==> config.mk <==
export PLATFORM = sky130hd
export DESIGN_NAME = exc_entry_gen
export DESIGN_NICKNAME = d
export VERILOG_FILES = /design/src/rtl/exc_entry_pkg.sv /design/src/rtl/exc_msr_gen.sv /design/src/rtl/exc_srr1_gen.sv /design/src/rtl/exc_addr_gen.sv /design/src/rtl/exc_entry_gen.sv
export SDC_FILE = /design/constraint.sdc
export NUM_CORES = 1
export LEC_CHECK = 0
export BUFFER_PORTS_ARGS = -buffer_cell sky130_fd_sc_hd__clkbuf_2
export CORE_AREA = 3 3 177 179
export CTS_CLUSTER_SIZE = 24
export DETAILED_ROUTE_END_ITERATION = 7
export DIE_AREA = 0 0 180 182
export PLACE_DENSITY = 0.62
export RECOVER_POWER = 50
export SYNTH_ARGS = -nofsm -noshare
export SYNTH_HDL_FRONTEND = slang
export SYNTH_SLANG_ARGS = --single-unit
==> constraint.sdc <==
create_clock -name clk_i -period 0.86 [get_ports clk_i]
set_input_delay 0.086 -clock clk_i [delete_from_list [all_inputs] [get_ports clk_i]]
set_output_delay 0.086 -clock clk_i [all_outputs]
set_load 0.01 [all_outputs]
==> src/rtl/exc_entry_pkg.sv <==
package exc_entry_pkg;
  localparam int XLEN = 64;

  // architectural (MSB = 0) bit numbers
  localparam int B_SF  = 0;
  localparam int B_TM  = 31;
  localparam int B_VEC = 38;
  localparam int B_VSX = 40;
  localparam int B_EE  = 48;
  localparam int B_PR  = 49;
  localparam int B_FP  = 50;
  localparam int B_FE0 = 52;
  localparam int B_TE0 = 53;
  localparam int B_TE1 = 54;
  localparam int B_FE1 = 55;
  localparam int B_IR  = 58;
  localparam int B_DR  = 59;
  localparam int B_PMM = 61;
  localparam int B_RI  = 62;
  localparam int B_LE  = 63;

  typedef enum logic {KIND_TRAP = 1'b0, KIND_SC = 1'b1} entry_kind_e;

  typedef struct packed {
    logic [XLEN-1:0] msr;
    logic [XLEN-1:0] srr0;
    logic [XLEN-1:0] srr1;
    logic [XLEN-1:0] nia;
  } entry_state_t;

  // architectural bit n -> vector position
  function automatic int be(input int n);
    return XLEN - 1 - n;
  endfunction

  function automatic logic [XLEN-1:0] be_range(input int lo, input int hi);
    logic [XLEN-1:0] m;
    m = '0;
    for (int n = lo; n <= hi; n++) m[be(n)] = 1'b1;
    return m;
  endfunction
endpackage

==> src/rtl/exc_msr_gen.sv <==
module exc_msr_gen
  import exc_entry_pkg::*;
#(
  parameter int UND_BIT = 5
) (
  input  logic [XLEN-1:0] msr_i,
  output logic [XLEN-1:0] msr_o
);
  function automatic logic [XLEN-1:0] clr_mask(input int und);
    logic [XLEN-1:0] m;
    m = '0;
    m[be(B_TM)]  = 1'b1;
    m[be(B_VEC)] = 1'b1;
    m[be(B_VSX)] = 1'b1;
    m[be(B_EE)]  = 1'b1;
    m[be(B_PR)]  = 1'b1;
    m[be(B_FP)]  = 1'b1;
    m[be(B_FE0)] = 1'b1;
    m[be(B_FE1)] = 1'b1;
    m[be(B_IR)]  = 1'b1;
    m[be(B_DR)]  = 1'b1;
    m[be(B_PMM)] = 1'b1;
    m[be(B_RI)]  = 1'b1;
    m[be(und)]   = 1'b1;
    m = m | be_range(B_TE0, B_TE1);
    return m;
  endfunction

  function automatic logic [XLEN-1:0] set_mask();
    logic [XLEN-1:0] m;
    m = '0;
    m[be(B_SF)] = 1'b1;
    m[be(B_LE)] = 1'b1;
    return m;
  endfunction

  localparam logic [XLEN-1:0] ClrMask = clr_mask(UND_BIT);
  localparam logic [XLEN-1:0] SetMask = set_mask();

  assign msr_o = (msr_i & ~ClrMask) | SetMask;
endmodule

==> src/rtl/exc_srr1_gen.sv <==
module exc_srr1_gen
  import exc_entry_pkg::*;
(
  input  logic            kind_i,
  input  logic [XLEN-1:0] msr_i,
  input  logic [4:0]      cause_i,
  output logic [XLEN-1:0] srr1_o
);
  localparam logic [XLEN-1:0] TrapClr = be_range(33, 36) | be_range(42, 47);
  localparam logic [XLEN-1:0] ScClr   = be_range(33, 36) | be_range(42, 47);

  logic [XLEN-1:0] trap_v, sc_v;

  always_comb begin
    trap_v         = msr_i & ~TrapClr;
    trap_v[be(43)] = cause_i[0];
    trap_v[be(44)] = cause_i[4];
    trap_v[be(45)] = cause_i[1];
    trap_v[be(46)] = (cause_i == 5'd0);
    trap_v[be(47)] = cause_i[3];
    sc_v           = msr_i & ~ScClr;
  end

  assign srr1_o = (entry_kind_e'(kind_i) == KIND_SC) ? sc_v : trap_v;
endmodule

==> src/rtl/exc_addr_gen.sv <==
module exc_addr_gen
  import exc_entry_pkg::*;
#(
  parameter int VEC_W = 60
) (
  input  logic             kind_i,
  input  logic [XLEN-1:0]  cia_i,
  input  logic [VEC_W-1:0] vec_i,
  output logic [XLEN-1:0]  srr0_o,
  output logic [XLEN-1:0]  nia_o
);
  localparam int SH = 4;
  localparam logic [XLEN-1:0] InsnBytes = XLEN'(4);

  logic [XLEN-1:0] vec_ext;
  assign vec_ext = XLEN'(vec_i);
  assign nia_o   = vec_ext << SH;
  assign srr0_o  = (entry_kind_e'(kind_i) == KIND_SC) ? cia_i + InsnBytes : cia_i;
endmodule

==> src/rtl/exc_entry_gen.sv <==
module exc_entry_gen
  import exc_entry_pkg::*;
#(
  parameter int VEC_W   = 60,
  parameter int UND_BIT = 5
) (
  input  logic             clk_i,
  input  logic             rst_ni,
  input  logic             entry_vld_i,
  input  logic             kind_i,
  input  logic [63:0]      msr_i,
  input  logic [63:0]      cia_i,
  input  logic [4:0]       cause_i,
  input  logic [VEC_W-1:0] vec_i,
  output logic [63:0]      msr_o,
  output logic             msr_vld_o,
  output logic [63:0]      srr0_o,
  output logic             srr0_vld_o,
  output logic [63:0]      srr1_o,
  output logic             srr1_vld_o,
  output logic [63:0]      nia_o,
  output logic             nia_vld_o
);
  localparam int NOUT = 4;

  entry_state_t nxt_q, nxt_d;
  logic [NOUT-1:0] vld_q;

  exc_msr_gen #(.UND_BIT(UND_BIT)) u_msr (
    .msr_i (msr_i),
    .msr_o (nxt_d.msr)
  );

  exc_srr1_gen u_srr1 (
    .kind_i  (kind_i),
    .msr_i   (msr_i),
    .cause_i (cause_i),
    .srr1_o  (nxt_d.srr1)
  );

  exc_addr_gen #(.VEC_W(VEC_W)) u_addr (
    .kind_i (kind_i),
    .cia_i  (cia_i),
    .vec_i  (vec_i),
    .srr0_o (nxt_d.srr0),
    .nia_o  (nxt_d.nia)
  );

  always_ff @(posedge clk_i or negedge rst_ni) begin
    if (!rst_ni) begin
      nxt_q <= '0;
      vld_q <= '0;
    end else begin
      vld_q <= {NOUT{entry_vld_i}};
      if (entry_vld_i) nxt_q <= nxt_d;
    end
  end

  assign msr_o      = nxt_q.msr;
  assign srr0_o     = nxt_q.srr0;
  assign srr1_o     = nxt_q.srr1;
  assign nia_o      = nxt_q.nia;
  assign msr_vld_o  = vld_q[0];
  assign srr0_vld_o = vld_q[1];
  assign srr1_vld_o = vld_q[2];
  assign nia_vld_o  = vld_q[3];
endmodule

=== Word level (Yosys, flattened, before mapping) ===
Cells that the tools add are included.

* Register bits after elaboration: 238
* Output and inout bits: 260
* Word-level logic and storage cells: 9

* Add/subtract/negate cells: 1
* Multiplexer cells: 2
* Reduce and logical (&&, ||, !) cells: 1

{| class="wikitable"
|+ Operators by type and width
! cell !! count
|-
| $add 64x3->64 const B || 1
|-
| $mux 64 || 1
|-
| $mux 21 || 1
|-
| $logic_not 5->1 || 1
|}

=== Logic depth before layout (Yosys ltp) ===
* Word-level depth: 2
* Mapped depth: 7
* Mapped depth without buffers: 6

=== Hierarchy ===
A second synthesis with hierarchy kept.

* Cells, all modules: 953
* Area total of the unflattened synthesis: 12,582.1 sq um

{| class="wikitable"
|+ By module, submodules not included
! module !! times used !! cells each !! area an instance (sq um) !! seq. area each (sq um)
|-
| exc_entry_gen || 1 || 544 || 9,641.7 || 6,431.2
|-
| exc_addr_gen || 1 || 277 || 1,959.4 || 0.0
|-
| exc_srr1_gen || 1 || 66 || 493.0 || 0.0
|-
| exc_msr_gen || 1 || 66 || 488.0 || 0.0
|}

=== Worst setup path before layout ===
No wires, ideal clock.

* Path kind: in2reg
* Start point: input port cia_i[2]
* End point: register nxt_q (netlist bit srr0_o[58])
* Library setup time: 82 ps
* Data arrival time: 1,990 ps
* Required time: 778 ps
* Slack: -1,212 ps
* Cell stages on the path: 7
* Path buffers: 1
* Cells stage by stage: ha_1 -> nand3_4 -> or4_4 -> buf_6 -> or4_4 -> or3_1 -> a31oi_1

* Cells in the longest elaborated chain, start to end: 2

{| class="wikitable"
|+ RTL lines
! item !! line !! RTL
|-
| start, declared || exc_entry_gen.sv:12 || <nowiki>input logic [63:0] cia_i,</nowiki>
|-
| $add 64x3->64 || exc_addr_gen.sv:18 || <nowiki>assign srr0_o = (entry_kind_e'(kind_i) == KIND_SC) ? cia_i + InsnBytes : cia_i;</nowiki>
|-
| $mux 64 || exc_addr_gen.sv:18 ||
|-
| end signal, assigned || exc_entry_gen.sv:55 || <nowiki>if (entry_vld_i) nxt_q <= nxt_d;</nowiki>
|-
| end, declared || exc_entry_gen.sv:26 || <nowiki>entry_state_t nxt_q, nxt_d;</nowiki>
|}

No other way between the ends.
A chain may end at the register's enable or synchronous reset.

=== Final worst setup path ===
* Start point: input port cia_i[17]
* End point: register nxt_q (netlist bit srr0_o[58])

Same word-level chain as after synthesis.

==> results.md <==
* Total negative setup slack at -89.86 ns
* Syn Std Cell Area at 0.00931 sq mm
* Final worst slack at -0.655 ns
* First-pass GRT wire length at 58000 um
* Worst path cell trace: buf_8 -> nand4_1 -> or4_4 -> or4_4 -> or3_1 -> a31oi_1
* Register bit total from synthesis at 195
* Residual DRC count at 0
* CP Class: in2reg
* Post-Route WL at 41500 um
* Cell row count at 63
* Starting DRT DRC Count at 631
* Grt total ovfl at 0
* Arr. time, crit path at 1.87 ns
* Pins Over Slew Limit at 0
* Min Hold Slack at -0.0426 ns
* CTS tree: built
* Worst hold stages at 3
* Detailed-route via count at 10000
* RSZ-0062 raised after global routing: true
* Top cell type's share of synthesized area at 52.4%
* Final net count at 1834
* Max incr delay on CP at 0.62 ns
* CTS clk-pin slew, worst paths at 0.07 ns
* Mean routed wirelength per cell at 20.4 um
* P per Cell Area at 1460 mW/mm^2
* Layout area overhead at 94.1%
* Clock Path Buffers at 2
* Most frequent cell after synthesis: dfrtp_1
* Post-route cell area at 0.0181 sq mm
* Skew-Pair Late Insertion Delay at 0.43 ns
* DR vias/cell at 4.92
* CP endpoint kind: register
* Die Ht at 182 um
* Synth warnings at 0
* Antenna-violating nets left at 0
* # Max-Cap Violations at 0
* Outcome: finished with violations
* Setup Skew at 0 ns
* Violated checks: negative hold slack, negative setup slack
* Req. time, crit path at 1.22 ns
* Post-synth EDFFs at 0
* Top cells by count, synth: dfrtp_1, mux2_2, buf_4, nor2_1, a21oi_1
* Mean Syn Cell Area at 11.3 sq um
* Worst hold path type: in2reg
* Share of layout cells above drive strength 1 at 61.7%
* FF-to-FF path depth at 3
* Num CTS Buffers at 17
* Post-Syn Instances at 823
* Synth top area cells: dfrtp_1, mux2_2, buf_4
* Ports at 457
* Peak VDD IR at 0.00131 V
* FF+latch area at 0.00489 sq mm
* Worst Tran Pin Value at 0.628 ns
* Clock sinks at 195
* Tcrit/Tclk final at 176%
* H-tree Lvls at 4
* Total die area at 0.0328 sq mm
* Post-synth top area cell: dfrtp_1
* Main synth FF type: dfrtp_1
* Crit Path Max Fanout at 5
* Most used cell, CP: or4_4
* Footprint of the multi-input gates at 0.00490 sq mm
* Fill cell total of the finished layout at 2197
* Max Clk Rate at 660 MHz
* Initial core utilization at 31.3%
* Largest net degree at the start of global routing at 49
* Dpl cell area at 0.0133 sq mm
* Post-synthesis async set-or-reset flop share at 100%
* Count of final setup violators at 466
* Sequential-to-total area share from yosys stat at 52.4%
* Input/output buffers at 432
* GR Util All Layers at 22.5%
* Dpl hpwl at 27500 um
* Yosys cell types at 47
* Post-layout util at 60.8%
* Crit start category: input port
* Lkg Pwr at 8.75 nW
* CP max stage cell: or4_4
* Relative slew slack at 58.2%
* Pre-antenna DRT Iters at 7
* RePlAce Congestion at 0.894
* Final hold vios at 1
* Initial antenna violation count at 2
* Root Buffer: clkbuf_16
* Final min period at 1.51 ns
* Die X at 180 um
* Vias in the first global route at 10100
* Core Area at 0.0297 sq mm
==> cell families after synthesis <==
family	after synthesis	synth area share, %
muxes	134	16.1
buffers and inverters	112	7.25
adders and majority gates	1	0.134
AOI/OAI and AO/OA	78	4.99
and+or+nand+nor	258	14.9
xor gates and xnor gates	44	4.14
DFF	195	52.4
other	1	0.0403
==> cell usage in the layout, fill, tap and decap left out, types with 9 or more instances in the layout <==
| master | instances |
|---|---|
| a21oi_1 | 43 |
| nand3_4 | 9 |
| clkbuf_16 | 19 |
| nor4_4 | 16 |
| mux2_2 | 89 |
| clkbuf_8 | 16 |
| or3_1 | 12 |
| nand4_1 | 29 |
| buf_12 | 18 |
| nor2_1 | 61 |
| nand3_1 | 11 |
| buf_2 | 19 |
| clkbuf_2 | 308 |
| dfrtp_1 | 190 |
| inv_1 | 9 |
| nand2_1 | 29 |
| xnor2_1 | 23 |
| buf_4 | 201 |
| nor3_4 | 13 |
| buf_6 | 159 |
| conb_1 | 24 |
| xnor2_2 | 10 |
| mux2_4 | 38 |
| dlygate4sd3_1 | 135 |
| or4_4 | 9 |
| buf_8 | 13 |
==> metal layers <==
metal | track usage [%] | routed length (um)
met5 | 0 | 0
met4 | 9.53 | 1570
met3 | 6.21 | 3200
met2 | 40.2 | 22000
met1 | 25.4 | 14700
==> through the flow <==
stage	power, mW	std cells	setup slack, ns	hold WS, ns
finish	26.4	2041	-0.655	-0.0426
global route	27.5	2041	-0.695	-0.0626
CTS	25.4	1988	-0.629	-0.0927
detailed placement	15.8	1733	-1.20	-0.0407
global placement	15.8	1733	-1.20	-0.0397
floorplan	13.2	846	-0.998	-0.210
==> path summary, 6_finish.rpt <==
kind / startpoint / end / slack (ns)
worst max register to register: srr0_o[61] / srr0_o[61] / -0.16
worst max-delay path: cia_i[17] / srr0_o[58] / -0.65
worst min-delay path: cause_i[2] / srr1_o[17] / -0.04
max in group asynchronous: rst_ni / nia_o[15] / -0.16
min in group asynchronous: rst_ni / nia_o[42] / 0.15
worst min register to register: msr_o[28] / msr_o[28] / 0.51
==> report_power, final <==
part | leakage (nW) | switching, mW | internal, mW
Sequential | 2.25 | 0.713 | 10.1
Clock | 0.296 | 4.36 | 3.98
Combinational | 6.21 | 3.16 | 4.15
==> worst max-delay path, delay by kind of cell <==
family | cells | cell delay [ns]
compound gates | 1 | 0.12
buf+inv | 1 | 0.08
simple gates | 4 | 1.57
==> what timing repair did <==
item | 4_1_cts | 5_1_grt
setup buffers | 91 | 77
endpoints found under the hold margin | 332 | 3
resized for setup | 141 | 336
hold buffers | 137 | 2
endpoints found under the setup margin | 289 | 337
pin swaps | 66 | 89
==> area by class of cell <==
type                            count  area share [%]
Sequential cell                   195            27.0
Antenna cell                        2          0.0277
Clock inverter                     15           0.997
Multi-Input combinational cell    539            27.2
Inverter                            9           0.187
Tap cell                          390            2.70
Timing Repair Buffer              874            39.5
Clock buffer                       17            2.36
==> state kept, by name, summed over array words and instances (netlist names) <==
| name | count |
|---|---|
| srr0_o | 64 |
| nia_o | 60 |
| msr_o | 48 |
| srr1_o | 22 |
| vld_q | 1 |
Power figures use the tool's default switching activity.
